===== src/rtl/uart_tx_pkg.sv =====
package uart_tx_pkg;

  typedef enum logic [2:0] {
    ST_IDLE,
    ST_START,
    ST_DATA,
    ST_PARITY,
    ST_STOP
  } tx_state_e;

  // Character format captured per character
  typedef struct packed {
    logic [1:0] len;       // 0..3 -> 5..8 data bits
    logic       par_en;
    logic       par_odd;
    logic       stop_long;
  } tx_fmt_t;

  function automatic logic [7:0] len_mask(input logic [1:0] len);
    return 8'hFF >> (2'd3 - len);
  endfunction

  function automatic logic frame_parity(input logic [7:0] d, input tx_fmt_t f);
    return (^(d & len_mask(f.len))) ^ f.par_odd;
  endfunction

endpackage


===== src/rtl/uart_tx_fifo.sv =====
module uart_tx_fifo #(
  parameter int W     = 8,
  parameter int DEPTH = 16,
  localparam int AW   = (DEPTH > 1) ? $clog2(DEPTH) : 1,
  localparam int CW   = $clog2(DEPTH + 1)
) (
  input  logic          clk,
  input  logic          rst_n,
  input  logic          wr_en,
  input  logic [W-1:0]  wr_data,
  input  logic          rd_en,
  output logic [W-1:0]  rd_data,
  output logic [CW-1:0] count,
  output logic          full,
  output logic          empty
);

  logic [W-1:0]  mem [DEPTH];
  logic [AW-1:0] wr_ptr, rd_ptr;
  logic          do_wr, do_rd;

  assign full    = (count == CW'(DEPTH));
  assign empty   = (count == '0);
  assign do_wr   = wr_en && !full;
  assign do_rd   = rd_en && !empty;
  assign rd_data = mem[rd_ptr];

  function automatic logic [AW-1:0] bump(input logic [AW-1:0] p);
    return (p == AW'(DEPTH - 1)) ? '0 : p + 1'b1;
  endfunction

  always_ff @(posedge clk) begin
    if (do_wr) mem[wr_ptr] <= wr_data;
  end

  always_ff @(posedge clk or negedge rst_n) begin
    if (!rst_n) begin
      wr_ptr <= '0;
      rd_ptr <= '0;
      count  <= '0;
    end else begin
      if (do_wr) wr_ptr <= bump(wr_ptr);
      if (do_rd) rd_ptr <= bump(rd_ptr);
      case ({do_wr, do_rd})
        2'b10:   count <= count + 1'b1;
        2'b01:   count <= count - 1'b1;
        default: count <= count;
      endcase
    end
  end

endmodule


===== src/rtl/uart_tx_bit_timer.sv =====
module uart_tx_bit_timer #(
  parameter int CW = 6
) (
  input  logic          clk,
  input  logic          rst_n,
  input  logic          hold,
  input  logic          tick,
  input  logic [CW-1:0] limit,
  output logic          done
);

  logic [CW-1:0] cnt;

  assign done = tick && !hold && (cnt == limit - 1'b1);

  always_ff @(posedge clk or negedge rst_n) begin
    if (!rst_n)      cnt <= '0;
    else if (hold)   cnt <= '0;
    else if (done)   cnt <= '0;
    else if (tick)   cnt <= cnt + 1'b1;
  end

endmodule


===== src/rtl/uart_tx_serializer.sv =====
module uart_tx_serializer
  import uart_tx_pkg::*;
#(
  parameter int OSR = 16,
  localparam int TW = $clog2(2 * OSR + 1)
) (
  input  logic       clk,
  input  logic       rst_n,
  input  logic       baud_tick,
  input  tx_fmt_t    fmt,
  input  logic       src_valid,
  input  logic [7:0] src_data,
  output logic       src_pop,
  output logic       line_bit,
  output logic       idle
);

  localparam logic [TW-1:0] T_BIT     = TW'(OSR);
  localparam logic [TW-1:0] T_ONEHALF = TW'(OSR + OSR / 2);
  localparam logic [TW-1:0] T_TWO     = TW'(2 * OSR);

  tx_state_e     state;
  logic [7:0]    shreg;
  logic [2:0]    bit_idx;
  logic          par_q;
  tx_fmt_t       fmt_q;
  logic [TW-1:0] limit;
  logic          period_done;
  logic          last_data;

  assign idle      = (state == ST_IDLE);
  assign src_pop   = idle && src_valid;
  assign last_data = (bit_idx == 3'(3'd4 + {1'b0, fmt_q.len}));

  always_comb begin
    limit = T_BIT;
    if (state == ST_STOP && fmt_q.stop_long)
      limit = (fmt_q.len == 2'd0) ? T_ONEHALF : T_TWO;
  end

  uart_tx_bit_timer #(.CW(TW)) u_timer (
    .clk   (clk),
    .rst_n (rst_n),
    .hold  (idle),
    .tick  (baud_tick),
    .limit (limit),
    .done  (period_done)
  );

  always_ff @(posedge clk or negedge rst_n) begin
    if (!rst_n) begin
      state   <= ST_IDLE;
      shreg   <= '0;
      bit_idx <= '0;
      par_q   <= 1'b0;
      fmt_q   <= '0;
    end else begin
      case (state)
        ST_IDLE: begin
          if (src_valid) begin
            state   <= ST_START;
            shreg   <= src_data;
            fmt_q   <= fmt;
            par_q   <= frame_parity(src_data, fmt);
            bit_idx <= '0;
          end
        end
        ST_START: if (period_done) state <= ST_DATA;
        ST_DATA: begin
          if (period_done) begin
            shreg <= shreg >> 1;
            if (last_data) state <= fmt_q.par_en ? ST_PARITY : ST_STOP;
            else           bit_idx <= bit_idx + 1'b1;
          end
        end
        ST_PARITY: if (period_done) state <= ST_STOP;
        ST_STOP:   if (period_done) state <= ST_IDLE;
        default:   state <= ST_IDLE;
      endcase
    end
  end

  always_comb begin
    case (state)
      ST_START:  line_bit = 1'b0;
      ST_DATA:   line_bit = shreg[0];
      ST_PARITY: line_bit = par_q;
      default:   line_bit = 1'b1;
    endcase
  end

endmodule


===== src/rtl/uart_tx_core.sv =====
module uart_tx_core
  import uart_tx_pkg::*;
#(
  parameter int FIFO_DEPTH = 16,
  parameter int OSR        = 16,
  localparam int CNT_W     = $clog2(FIFO_DEPTH + 1)
) (
  input  logic             clk,
  input  logic             rst_n,
  input  logic             baud_tick,
  input  logic [1:0]       cfg_len,
  input  logic             cfg_par_en,
  input  logic             cfg_par_odd,
  input  logic             cfg_stop_long,
  input  logic             cfg_break,
  input  logic             in_valid,
  input  logic [7:0]       in_data,
  output logic             in_ready,
  output logic             txd,
  output logic [CNT_W-1:0] fifo_count,
  output logic             fifo_empty,
  output logic             fifo_full,
  output logic             tx_empty,
  output logic             tx_rdy
);

  tx_fmt_t    fmt;
  logic [7:0] q_data;
  logic       pop;
  logic       line_bit;
  logic       ser_idle;

  assign fmt = '{len: cfg_len, par_en: cfg_par_en, par_odd: cfg_par_odd,
                 stop_long: cfg_stop_long};

  uart_tx_fifo #(.W(8), .DEPTH(FIFO_DEPTH)) u_fifo (
    .clk     (clk),
    .rst_n   (rst_n),
    .wr_en   (in_valid),
    .wr_data (in_data),
    .rd_en   (pop),
    .rd_data (q_data),
    .count   (fifo_count),
    .full    (fifo_full),
    .empty   (fifo_empty)
  );

  uart_tx_serializer #(.OSR(OSR)) u_ser (
    .clk       (clk),
    .rst_n     (rst_n),
    .baud_tick (baud_tick),
    .fmt       (fmt),
    .src_valid (!fifo_empty),
    .src_data  (q_data),
    .src_pop   (pop),
    .line_bit  (line_bit),
    .idle      (ser_idle)
  );

  assign txd      = cfg_break ? 1'b0 : line_bit;
  assign in_ready = !fifo_full;
  assign tx_rdy   = !fifo_full;
  assign tx_empty = fifo_empty && ser_idle;

endmodule


===== config.mk =====
export PLATFORM = sky130hd
export DESIGN_NAME = uart_tx_core
export DESIGN_NICKNAME = d
export VERILOG_FILES = /design/src/rtl/uart_tx_pkg.sv /design/src/rtl/uart_tx_fifo.sv /design/src/rtl/uart_tx_bit_timer.sv /design/src/rtl/uart_tx_serializer.sv /design/src/rtl/uart_tx_core.sv
export SDC_FILE = /design/constraint.sdc
export NUM_CORES = 1
export LEC_CHECK = 0
export ABC_AREA = 1
export BUFFER_PORTS_ARGS = -buffer_cell sky130_fd_sc_hd__buf_2
export CORE_MARGIN = 5
export CORE_UTILIZATION = 60
export CTS_CLUSTER_DIAMETER = 80
export DETAILED_ROUTE_END_ITERATION = 6
export PLACE_DENSITY = 0.76
export SLEW_MARGIN = 20
export SYNTH_ARGS = -nofsm -noshare
export SYNTH_HDL_FRONTEND = slang
export SYNTH_HIERARCHICAL = 1
export SYNTH_SLANG_ARGS = --single-unit
export TNS_END_PERCENT = 1

===== constraint.sdc =====
create_clock -name clk -period 3.74 [get_ports clk]
set_input_delay 0.561 -clock clk [delete_from_list [all_inputs] [get_ports clk]]
set_output_delay 0.561 -clock clk [all_outputs]
set_load 0.02 [all_outputs]

### Yosys cells after proc, flatten, opt, wreduce, memory -nomap -nowiden

Memories as Yosys holds them, arrays and structs flattened.
Cells that the tools add are included.

* bits in registers: 38
* memory bits (writable): 128
* bits of input ports: 18
* output and inout bits: 11
* word-level logic and storage cells: 91
* memories kept: 1

Memory list
* u_fifo.mem: depth 16, width 8, rd ports 1, clocked after memory_dff 0, write ports 1, line uart_tx_fifo.sv:18 `logic [W-1:0] mem [DEPTH];`

* $add $sub $neg: 9
* eq/ne operators: 18
* shift-type cells: 1
* mux-type cells: 27
* bitwise logic cells: 3
* reduce and logical (&&, ||, !) cells: 21

Operators with widths (count)
* 3-bit 2-to-1 mux: 10
* 6-bit 2-to-1 mux: 5
* 8-bit 2-to-1 mux: 2
* 8-bit case mux with 2 select lines: 1
* 3-bit case mux with 5 select lines: 1
* 2-bit by 1-bit inequality test with 1-bit output (second input constant): 5
* 5-bit case mux with 2 select lines: 1
* 4-bit by 1-bit adder with 4-bit output (second input constant): 2
* 8-bit AND: 1
* 4-bit equality test (second input constant): 2
* 4-bit 2-to-1 mux: 2
* 8-bit parity: 1
* 8-bit by 2-bit >> shifter with 8-bit output (first input constant): 1
* 1-bit logical AND: 7
* 6-bit by 1-bit adder with 6-bit output (second input constant): 1
* 3-bit by 2-bit equality test with 1-bit output (second input constant): 2
* 6-bit equality test: 1
* 3-bit case mux with 2 select lines: 1
* 6-bit AND reduction: 1
* 6-bit by 1-bit subtractor with 6-bit output (second input constant): 1
* 5-bit by 1-bit adder with 5-bit output (second input constant): 1
* 5-bit equality test (second input constant): 1
* 5-bit logical NOT: 1
* 5-bit by 1-bit subtractor with 5-bit output (second input constant): 1
* other kinds (21): 27

### Logic depth before layout (Yosys ltp)

Gate-level depths: netlist (run 1).

* depth after elaboration: 8
* mapped depth: 20
* gate-level depth less buffers: 18

### Cells and area by module

Netlist (run 1), hierarchy kept.

Modules (own cells, without submodules)
* uart_tx_fifo: times used 1, cells an instance 671, area an instance 6456.2 um^2, sequential area each 4169.0 um^2
* uart_tx_serializer: times used 1, cells an instance 177, area an instance 1251.2 um^2, sequential area each 475.5 um^2
* uart_tx_bit_timer: times used 1, cells an instance 100, area an instance 613.1 um^2, sequential area each 150.1 um^2
* uart_tx_core: times used 1, cells an instance 7, area an instance 32.5 um^2, sequential area each 0.0 um^2

### Worst setup path before layout (run 1)

OpenSTA, ideal clock, no wires.

* kind: reg2reg
* start: register u_fifo.count[1]
* end: register u_fifo.count[4]
* library setup time: 0.117 ns
* arrival: 2.428 ns
* data required time: 3.623 ns
* setup slack: 1.195 ns
* stages on the path, launching flop included: 17
* path buffers: 0
* clock period less this slack: 2.545 ns
* cells stage by stage: dfrtp_1 -> nor2_1 -> nand4_1 -> inv_1 -> inv_1 -> inv_1 -> nor2_8 -> nand2_1 -> inv_2 -> ha_1 -> fa_1 -> nand2_1 -> nand2_1 -> nand3_1 -> nand2_1 -> nand2_1 -> nand2_1

* word-level cells in the longest chain between the ends: 6
* elaborated cells between the ends (all ways): 13
* classes of those cells: add/sub (2); eq/ne (3); mux (1); reduce/logical (7)

RTL lines
* from (decl): line uart_tx_fifo.sv:13 `output logic [CW-1:0] count,`
* from (signal assigned): line uart_tx_fifo.sv:45 `2'b10: count <= count + 1'b1;`
* from (signal assigned): line uart_tx_fifo.sv:46 `2'b01: count <= count - 1'b1;`
* from (signal assigned): line uart_tx_fifo.sv:47 `default: count <= count;`
* 5-bit logical NOT *: line uart_tx_fifo.sv:23 `assign empty = (count == '0);`
* net fifo_empty: line uart_tx_core.sv:21 `output logic fifo_empty,`
* 1-bit logical NOT *: line uart_tx_core.sv:53 `.src_valid (!fifo_empty),`
* 1-bit logical AND *: line uart_tx_serializer.sv:32 `assign src_pop = idle && src_valid;`
* net pop: line uart_tx_core.sv:29 `logic pop;`
* 1-bit logical AND *: line uart_tx_fifo.sv:25 `assign do_rd = rd_en && !empty;`
* net u_fifo.do_rd: line uart_tx_fifo.sv:20 `logic do_wr, do_rd;`
* 2-bit by 1-bit equality test with 1-bit output / 2-bit equality test (equally long branches): line uart_tx_fifo.sv:44 `case ({do_wr, do_rd})`
* 5-bit case mux with 2 select lines / 2-bit nonzero test (equally long branches)

Mark *: on every way through the listed nets, which the timed path passes. The rest lies on a longest branch.
A chain may end at the register's enable or synchronous reset.

### Worst setup path in the final report (run 1)

* start: register u_fifo.count[1]
* end: register u_fifo.count[4]

* word-level cells in the longest chain between the ends: 6
* elaborated cells between the ends (all ways): 13
* classes of those cells: add/sub (2); eq/ne (3); mux (1); reduce/logical (7)

RTL lines (line)
* 5-bit logical NOT *: uart_tx_fifo.sv:23
* 1-bit logical NOT *: uart_tx_core.sv:53
* 1-bit logical AND *: uart_tx_serializer.sv:32
* net pop: uart_tx_core.sv:29
* 1-bit logical AND *: uart_tx_fifo.sv:25
* net u_fifo.do_rd: uart_tx_fifo.sv:20
* 2-bit by 1-bit equality test with 1-bit output / 2-bit equality test (equally long branches): uart_tx_fifo.sv:44
* 5-bit case mux with 2 select lines / 2-bit nonzero test (equally long branches)

Marks and branches as above.

==> run metrics, run 1 <==
DR WL/cell 14.7 µm; Metal-1 WL 7140 µm; H-tree lvl count 4; Power Density 762 mW/mm²; top layer used by detailed routing met4; post-synthesis sequential area ratio 57.4%; critical path's largest stage delay 0.43 ns; setup violators final 0; crit share post-route 69.9%; grt total ovfl 0; worst path required time 4.09 ns; Distinct cells, synth 41; most area-consuming cells after synthesis edfxtp_1 (46%), nand2_1 (15%), dfrtp_1 (11%); Placed Area 0.00863 mm²; Final nets 1019; mapped cell area 0.00835 mm²; TNS Setup 0 ns; Hold Slack 0.258 ns; Crit. End Element flop; total power 7.02 mW; Sink Count 166; R2R Path Start u_fifo/count[1]; Final Util 66.9%; Final WS setup 1.12 ns; vias per cell 5.17; Leak Pwr 4.37 nW; vias in the first global route 5784; worst slack at placement 1.13 ns; Finished Layout Cells 1180; first drt pass iteration count 5; met2 WL 8840 µm; Tmin final 2.62 ns; max-slew violation count 0; cell breakdown of the critical path nor2_1 > nand4_1 > inv_1 > inv_1 > inv_1 > nor2_8 > nand2_1 > inv_2 > ha_1 > ha_1 > or2_1 > nand2_1 > nand2b_1 > nand2_1 > nand2_1 > nand2_1; global-route wire length before repair 28300 µm; placed cell count 1149; Synth area leader edfxtp_1; CP most frequent cell nand2_1; critical path launch point u_fifo/count[1]; gpl congestion 0.871; routed wire length on met3 1020 µm; Buffers on Ports 28; share of layout cells above drive strength 1 9.50%; crit path DAT 2.97 ns; final instance area 0.00921 mm²; Synth Register Bits 166; Hold Vio Cnt, Final 0; maximum operating frequency 0.382 GHz; RSZ-0062 raised after global routing false; CTS tree built; max-cap violation count 0; Clock Path Buffers 2; Post-CTS Setup Repair Bufs 0; commonest non-fill, non-tap cells in the layout nand2_1 (331), inv_1 (174), edfxtp_1 (128); Top-Level Pins 29; crit start category flop; core footprint 0.0138 mm²; Total GRT Usage 22.2%; worst clock skew 0.0100 ns; Post-DP HPWL 11300 µm; Cells after Synth 955; post-CTS resize count 0; drt total wl 17300 µm; most common cell after layout, fill and taps aside nand2_1; initial antenna violation count 0; Initial Utilization 60.6%; CTS buffer count 17; Hold Buf Count CTS 0; Clock Latency Late Sink 0.42 ns; critical-path maximum fanout 9; Worst-Margin Slew 0.899 ns; DRC 0; CP Class reg -> reg; average cell area after synthesis 8.75 µm²; largest net degree at the start of global routing 68; via count 6102; Std-Cell Rows 43; Peak VDD IR 0.000428 V; Synth top area share 46.0%; clock root buffer clkbuf_16; n_diodes 0; starting DRC count in detailed routing 518; Hold WC Path Type in -> async; width of the die 128 µm; area grow syn2layout 10.3%; synth warn 6; Die ar. 0.0164 mm²; Reg clk slew, reported paths 0.06 ns; Post-DRT Antenna Nets 0; status finished, final reports clean; CP max-delay cell dfrtp_1; Worst slew margin 39.8%; chip height 128 µm
[routing by layer]
layer / global-route usage (%) / up-vias
met5: 0 / -
met4: 8.74 / 0
met3: 3.62 / 27
met2: 38.8 / 191
met1: 27.8 / 2830
li1: - / 3054
[cell usage after synthesis]
master    instances
nand2_1         331
inv_1           174
edfxtp_1        128
nand3_1         114
dfrtp_1          38
nor2_1           33
o21ai_0          21
inv_2            14
buf_2            13
ha_1             12
o21ai_1           9
buf_4             6
nand4_1           6
o21bai_1          6
xnor2_1           6
clkbuf_1          5
a21oi_1           4
nand2_2           4
o211ai_1          4
nor2_4            3
buf_6             2
nand2_4           2
xor2_1            2
a21oi_2           1
a31oi_1           1
and2_4            1
conb_1            1
fa_1              1
inv_4             1
inv_6             1
nand2b_1          1
nand3_4           1
nor2_2            1
nor2_8            1
nor3_1            1
nor3b_2           1
o211ai_2          1
o21ai_2           1
o21ai_4           1
or2_1             1
or2_2             1
[layout make-up]
type	count	area, µm²
fill	1122	4560
timing repair buffer	32	170
inverter	190	721
clock buffer	18	429
tap	180	225
clock inverter	13	155
sequential	166	4800
multi-input combinational	581	2720
[final timing paths]
check / depth (start not counted) / slack [ns] / end
min in group clk: 3 / 0.35 / u_ser/fmt_q[0]
max in group asynchronous: 1 / 2.87 / u_fifo/rd_ptr[0]
max: 16 / 1.12 / u_fifo/count[4]
min: 1 / 0.26 / u_ser/shreg[5]
min reg2reg: 2 / 0.50 / u_ser/fmt_q[0]
max reg2reg: 16 / 1.12 / u_fifo/count[4]
[flip-flops by register name (all words and copies together) (netlist names)]
| signal | flops |
|---|---|
| u_ser/u_timer/cnt | 6 |
| u_fifo/count | 5 |
| u_ser/shreg | 8 |
| u_fifo/wr_ptr | 4 |
| u_fifo/rd_ptr | 4 |
| u_fifo/mem | 128 |
| u_ser/state | 3 |
| u_ser/fmt_q | 4 |
| u_ser/par_q | 1 |
| u_ser/bit_idx | 3 |
[report_power, final]
group	internal (mW)	switching, mW	total [mW]
Sequential	2.30	0.213	2.51
Clock	1.04	0.686	1.73
Combinational	0.884	1.90	2.78
Total	4.22	2.80	7.02
[critical path: cells and delay by family, from the launching register on]
family | cells | cell delay, ns
buffers and inverters | 4 | 0.41
adders and majority gates | 2 | 0.60
and+or+nand+nor | 10 | 1.11
DFF | 1 | 0.43
[cell families after synthesis]
group           after synthesis  share of synthesized area, %
other cells                   1                        0.0449
simple gates                502                          25.7
fa+ha+maj                    13                          2.04
buf+inv                     216                          10.4
compound gates               49                          3.57
xor+xnor                      8                         0.839
flops                       166                          57.4
No activity file was read; power rests on OpenSTA's default activity.
==> inputs of run 2 (changes only) <==
--- a/config.mk
+++ b/config.mk
@@ -8,10 +8,10 @@
 export ABC_AREA = 1
 export BUFFER_PORTS_ARGS = -buffer_cell sky130_fd_sc_hd__buf_2
 export CORE_MARGIN = 5
-export CORE_UTILIZATION = 60
+export CORE_UTILIZATION = 56
 export CTS_CLUSTER_DIAMETER = 80
 export DETAILED_ROUTE_END_ITERATION = 6
-export PLACE_DENSITY = 0.76
+export PLACE_DENSITY = 0.75
 export SLEW_MARGIN = 20
 export SYNTH_ARGS = -nofsm -noshare
 export SYNTH_HDL_FRONTEND = slang
==> constraint.sdc (replaced) <==
create_clock -name clk -period 2.34 [get_ports clk]
set_input_delay 0.351 -clock clk [delete_from_list [all_inputs] [get_ports clk]]
set_output_delay 0.351 -clock clk [all_outputs]
set_load 0.02 [all_outputs]
==> run 2 against run 1 <==
Net effect:
- sequential share of layout area shrank 2.7 points
- register-to-register slack lost 0.99 ns
- clock power grew 62%
- highest routed layer unchanged
- clock skew grew 0.0042 ns
- total power grew 71%
- critical endpoint unchanged
- combinational power grew 88%
==> run metrics, run 2 (synthesis results as in run 1) <==
n_diodes 0 (unchanged); Sink Count 166 (unchanged); combinational share of power 43.4% (+3.8 points); Hold Vio Cnt, Final 0 (unchanged); critical-path maximum fanout 6 (-3); crit start category flop; Worst-Margin Slew 0.633 ns (-0.266 ns); vias in the first global route 6097 (+5.4%); width of the die 132 µm (+3.2%); H-tree lvl count 4 (unchanged); Internal 7.16 mW (+70%); clock root buffer clkbuf_16; CTS buffer count 17 (unchanged); max FFs per register 128 (unchanged); clock share of power 23.3% (-1.3 points); register area 0.00480 mm² (about the same); CTS tree built; Tmin final 2.21 ns (-0.407 ns); vias per cell 5.18 (+0.13%); Reg clk slew, reported paths 0.07 ns (about the same); Post-DP HPWL 11700 µm (+3.5%); maximum operating frequency 0.453 GHz (+18%); Switching Share 40.5% (+0.64 points); Peak VDD IR 0.000652 V (+53%); RSZ-0062 raised after global routing true; Leak Pwr 4.64 nW (+6.1%); Top reg by flops u_fifo/mem; Die ar. 0.0175 mm² (+6.6%); final instance area 0.00971 mm² (+5.4%); crit path DAT 2.56 ns (-0.41 ns); Clock Latency Late Sink 0.42 ns (about the same); commonest non-fill, non-tap cells in the layout nand2_1 (329), inv_1 (171), edfxtp_1 (128); via count 6353 (+4.1%); worst path required time 2.69 ns (-1.40 ns); Initial Utilization 57.3% (-3.4 points); share of layout cells above drive strength 1 14.9% (+5.4 points); core footprint 0.0146 mm² (+5.9%); global-route wire length before repair 29300 µm (+3.5%); crit share post-route 94.4% (+24 points); area grow syn2layout 16.3%; Buffers on Ports 28 (unchanged); initial antenna violation count 0 (unchanged); Clock Path Buffers 2 (unchanged); Final nets 1061 (+4.1%); sw power 4.87 mW (+74%); Worst slew margin 57.8% (+18 points); Std-Cell Rows 44 (+2.3%); status finished, final reports clean; starting DRC count in detailed routing 513 (-0.97%); biggest regs u_fifo/mem: 128 flops, u_ser/shreg: 8 flops, u_ser/u_timer/cnt: 6 flops; Hold WC Path Type in -> reg; largest net degree at the start of global routing 42 (-38%); Total GRT Usage 20.9% (-1.3 points); Placed Area 0.00892 mm² (+3.4%); grt total ovfl 0 (unchanged); Top-Level Pins 29 (unchanged); DRC 0 (unchanged); most common cell after layout, fill and taps aside nand2_1; max-cap violation count 0 (unchanged); DR WL/cell 14.9 µm (+1.7%); Filler cells 1133 (+0.98%); setup violators final 0 (unchanged); area occupied by multi-input gates 0.00281 mm² (+3.4%); worst clock skew 0.0143 ns (+0.00425 ns); Post-DRT Antenna Nets 0 (unchanged); first drt pass iteration count 7 (+2); CP Class reg -> reg; gpl congestion 0.858 (-1.4%); chip height 132 µm (+3.2%); drt total wl 18300 µm (+5.7%); Reg power frac 33.2% (-2.6 points); max-slew violation count 0 (unchanged); Final Util 66.6% (-0.31 points); Crit. End Element flop; Power Density 1240 mW/mm² (+63%)
-- run 2: changes by cell type in the layout (fill, tap and decap cells not counted), moves of 3 or more --
cell,previous run,this run
buf_12,0,4
buf_4,4,39
clkinvlp_4,3,0
ha_1,12,9
ha_4,0,3
inv_1,174,171
nor2_1,33,30
-- run 2: path summary, 6_finish.rpt --
check                                start              end  slack, ns  cells after the start
max in group asynchronous            rst_n  u_fifo/count[0]       1.29                      3
setup / recovery           u_fifo/count[3]  u_fifo/count[4]       0.13                     17
hold / removal                  cfg_par_en   u_ser/fmt_q[2]       0.15                      3
setup reg to reg           u_fifo/count[3]  u_fifo/count[4]       0.13                     17
min in group asynchronous            rst_n   u_ser/shreg[3]       0.49                      2
hold reg to reg                u_ser/par_q      u_ser/par_q       0.50                      2
-- run 2: area by class of cell --
class                   instances  share of cell area, %
clock buffers                  17                   4.38
clock inverters                15                   1.75
inverters                     190                   7.45
multi-input cells             581                   28.9
flip-flops and latches        166                   49.4
well taps                     184                   2.37
repair buffers                 74                   5.76
-- run 2: routing by layer --
layer	share of wire (%)	wire, µm	up-vias	track usage (%)
met4	2.3	415	0	6.91
met1	41	7500	2970	25.4
met5	0	0	-	0
met2	51	9320	200	37.6
met3	5.9	1080	37	3.74
li1	-	-	3146	-
-- run 2: metrics by stage --
| step | TNS, ns | instances | worst slack [ns] | hold WS, ns | power, mW |
|---|---|---|---|---|---|
| floorplan | 0 | 963 | 0.0130 | 0.0554 | 7.51 |
| global placement | 0 | 1186 | 0.0514 | 0.405 | 8.69 |
| detailed placement | -0.165 | 1186 | -0.0654 | 0.402 | 8.82 |
| CTS | 0 | 1222 | 0.0256 | 0.133 | 11.8 |
| global route | -0.0962 | 1227 | -0.0561 | 0.150 | 12.9 |
| finish | 0 | 1227 | 0.132 | 0.145 | 12.0 |
-- run 2: what timing repair did --
action,CTS,global route
setup buffers,3,4
pin swaps,2,4
endpoints found under the setup margin,8,16
hold buffers,1,0
gates resized for setup,2,16
endpoints found under the hold margin,25,0
cloned,0,1
-- run 2: worst max-delay path: stages (launching register included) --
cell and delay (ns):
dfrtp_1 0.43, inv_2 0.09, nand4_1 0.14, inv_2 0.11, inv_1 0.06, inv_2 0.09, nor2_8 0.04, nand2_4 0.09
inv_2 0.07, ha_4 0.19, fa_2 0.34, nand2_1 0.09, nand2_1 0.09, nand2_1 0.07, nand2b_1 0.06, nand2_1 0.06
nand2_1 0.05, nand2_1 0.05
-- run 2: power by group through the flow --
stage                     clock network, mW  registers, mW  logic (mW)
after floorplan                           0           4.00        3.50
after global placement                    0           4.02        4.67
after detailed placement                  0           4.03        4.80
after CTS                              2.84           3.97        4.95
after global routing                   2.99           4.05        5.87
final                                  2.81           3.99        5.23
==> inputs of run 3 (changes only) <==
--- a/config.mk
+++ b/config.mk
@@ -15,6 +15,5 @@
 export SLEW_MARGIN = 20
 export SYNTH_ARGS = -nofsm -noshare
 export SYNTH_HDL_FRONTEND = slang
-export SYNTH_HIERARCHICAL = 1
 export SYNTH_SLANG_ARGS = --single-unit
 export TNS_END_PERCENT = 1
==> run 3 against run 2 <==
Net effect:
- the flow now finishes with violations (negative setup slack)
- sequential share of layout area increased by 4.3 points
- clock-buffer cell count unchanged
- setup slack got worse by 0.19 ns
- non-clock buffer count decreased by 20
- total power increased by 0.21%
- wire length decreased by 8.4%
- register-to-register slack got worse by 0.19 ns
- final area decreased by 7.9%
- largest cell class unchanged
- largest power group unchanged
==> run metrics, run 3 <==
status finished with violations; failing checks negative setup slack; CP most frequent cell inv_1; Final nets 892 (-16%); Internal 7.17 mW (+0.20%); DRC 0 (unchanged); async set or reset register ratio after synthesis 22.9% (unchanged); gpl congestion 0.827 (-3.6%); TNS Setup -0.0755 ns (-0.0755 ns); Reg power frac 33.1% (about the same); most area-consuming cells after synthesis edfxtp_1 (49%), nand2_1 (13%), dfrtp_1 (12%); drt total wl 16800 µm (-8.4%); Crit. End Element flop; synth warn 0 (-6); Initial Utilization 56.5% (-0.80 points); Buffers on Ports 28 (unchanged); max-cap violation count 0 (unchanged); Leak Pwr 3.94 nW (-15%); chip height 128 µm (-3.2%); Synth area leader edfxtp_1; FF-to-FF path depth 14 (-3); worst path required time 2.64 ns (-0.05 ns); Hold Vio Cnt, Final 0 (unchanged); total power 12.1 mW (+0.21%); Post-DRT Antenna Nets 0 (unchanged); CP max-delay cell dfrtp_2; final instance area 0.00894 mm² (-7.9%); Cells after Synth 817 (-14%); Switching Share 40.5% (about the same); crit path capture u_fifo.count[4]; Synth Register Bits 166 (unchanged); Distinct cells, synth 42 (+2.4%); max-slew violation count 0 (unchanged); Buf/Inv on CP 4 (-1); Crit. path cell count 14 (-3); cell family with most CP delay adder cells; via count 5679 (-11%); Hold WC Path Type in -> async; critical path's largest stage delay 0.41 ns (-0.02 ns); n_diodes 0 (unchanged); combinational share of power 42.8% (-0.6 points); H-tree lvl count 4 (unchanged); commonest non-fill, non-tap cells in the layout nand2_1 (276), edfxtp_1 (128), inv_1 (104); Top FF cell, synth edfxtp_1; DR WL/cell 15.9 µm (+6.5%); core footprint 0.0138 mm² (-5.6%); first drt pass iteration count 6 (-1); Top-Level Pins 29 (unchanged); Die ar. 0.0163 mm² (-6.4%); biggest regs u_fifo.mem: 128 flops, u_ser.shreg: 8 flops, u_ser.u_timer.cnt: 6 flops; Total GRT Usage 21.4% (+0.46 points); grt total ovfl 0 (unchanged); crit share post-route 103% (+8.2 points); average cell area after synthesis 9.52 µm² (+8.8%); EDFF count, synth 128 (unchanged); Top reg by flops u_fifo.mem; max FFs per register 128 (unchanged); CTS buffer count 17 (unchanged); clock share of power 24.1% (+0.8 points); largest net degree at the start of global routing 44 (+4.8%); Worst-Margin Slew 0.869 ns (+0.236 ns); cell breakdown of the critical path nor4_2 > inv_1 > nor2_4 > inv_2 > nand2_4 > clkinv_4 > ha_4 > fa_2 > a21o_1 > a21oi_2 > inv_1 > a21oi_1 > o21ai_1 > xor2_1; count leader, synth nand2_1; critical-path maximum fanout 4 (-2); register area 0.00480 mm² (about the same); mapped cell area 0.00778 mm² (-6.9%); Net Count, Synth 847; clock root buffer clkbuf_16; post-synthesis sequential area ratio 61.7% (+4.3 points); most common cell after layout, fill and taps aside nand2_1; Synth top area share 49.4% (+3.4 points); Post-DP HPWL 10500 µm (-9.8%); maximum operating frequency 0.417 GHz (-8.0%); Clock Path Buffers 2 (unchanged); placed cell count 1019 (-14%); critical path launch point u_fifo.count[2]; vias in the first global route 5368 (-12%); R2R Setup Slk -0.06 ns (-0.19 ns); Hold Slack 0.0471 ns (-0.0981 ns); Filler cells 1072 (-5.4%); vias per cell 5.38 (+4.0%); Std-Cell Rows 43 (-2.3%); global-route wire length before repair 26800 µm (-8.6%); R2R Path Start u_fifo.count[2]; Final WS setup -0.0600 ns (-0.192 ns); Clock Latency Late Sink 0.43 ns (about the same); crit path DAT 2.70 ns (+0.14 ns); Peak VDD IR 0.000984 V (+51%); CP Class reg -> reg; synth cell count leaders nand2_1 (278), edfxtp_1 (128), inv_1 (105), nand3_1 (93); CTS tree built; Power Density 1350 mW/mm² (+8.9%); Placed Area 0.00824 mm² (-7.7%); Sink Count 166 (unchanged); width of the die 128 µm (-3.2%); setup violators final 2 (+2); Worst slew margin 42.1% (-16 points); reg-to-reg endpoint u_fifo.count[4]; area occupied by multi-input gates 0.00248 mm² (-12%); Reg clk slew, reported paths 0.07 ns (about the same); starting DRC count in detailed routing 595 (+16%); initial antenna violation count 0 (unchanged); sw power 4.88 mW (+0.23%); share of layout cells above drive strength 1 15.2% (+0.34 points); Finished Layout Cells 1055 (-14%); RSZ-0062 raised after global routing true; crit start category flop; worst clock skew 0.0148 ns (+0.000490 ns); Tmin final 2.40 ns (+0.192 ns); area grow syn2layout 15.0%
## run 3: power by group through the flow
| stage | Sequential [mW] | Combinational (mW) | Clock, mW |
|---|---|---|---|
| finish | 3.99 | 5.15 | 2.91 |
| global route | 4.04 | 5.79 | 3.07 |
| CTS | 3.99 | 5.06 | 2.94 |
| detailed placement | 4.03 | 4.97 | 0 |
| global placement | 4.02 | 4.87 | 0 |
| floorplan | 4.04 | 3.60 | 0 |
## run 3: routing by layer
layer | GRT usage (%) | routed length [µm] | vias to the layer above
met5 | 0 | 0 | -
met4 | 6.24 | 243 | 0
met3 | 5.00 | 1120 | 22
met2 | 36.3 | 8360 | 200
met1 | 27.5 | 7050 | 2695
li1 | - | - | 2762
## run 3: how the worst min path moves through the flow
stage,end,slack (ns),cells past startpoint,startpoint
finish,u_ser.shreg[0],0.05,1,rst_n
global route,u_ser.state[2],0.12,1,rst_n
CTS,u_ser.shreg[0],0.07,1,rst_n
detailed placement,u_ser.par_q,0.48,2,u_ser.par_q
global placement,u_ser.par_q,0.47,2,u_ser.par_q
floorplan,u_fifo.count[0],0.06,0,rst_n
## run 3: cell families after synthesis
family | Yosys count | synth area share (%)
compound gates | 67 | 5.07
xor+xnor | 9 | 1.11
simple gates | 422 | 22.5
flops | 166 | 61.7
buf+inv | 141 | 7.59
fa+ha+maj | 12 | 2.03
## run 3: worst reg2reg max path, cell delays in order (launching register included)
cell,delay (ns)
dfrtp_2,0.41
nor4_2,0.27
inv_1,0.12
nor2_4,0.13
inv_2,0.06
nand2_4,0.07
clkinv_4,0.05
ha_4,0.17
fa_2,0.34
a21o_1,0.17
a21oi_2,0.10
inv_1,0.06
a21oi_1,0.11
o21ai_1,0.09
xor2_1,0.14
## run 3: stage by stage
stage / util [%] / setup WS, ns
6_report: 64.9 / -0.0600
4_1_cts: 64.5 / -0.0744
2_1_floorplan: - / -0.262
3_3_place_gp: 59.8 / -0.132
3_5_place_dp: 59.8 / -0.125
5_1_grt: 64.9 / -0.201
## run 3: repair_timing
item / 4_1_cts / 5_1_grt
hold endpoints to repair: 0 / 0
buffers inserted: 2 / 2
setup endpoints to repair: 2 / 100
hold buffers: 0 / 0
pin swaps: 2 / 4
resized for setup: 5 / 14
## run 3: area by class of cell
| cell class | count | share of cell area, % |
|---|---|---|
| tap | 180 | 2.52 |
| multi-input combinational | 510 | 27.7 |
| clock buffer | 17 | 4.76 |
| timing repair buffer | 54 | 4.31 |
| sequential | 166 | 53.7 |
| clock inverter | 15 | 2.18 |
| inverter | 113 | 4.80 |
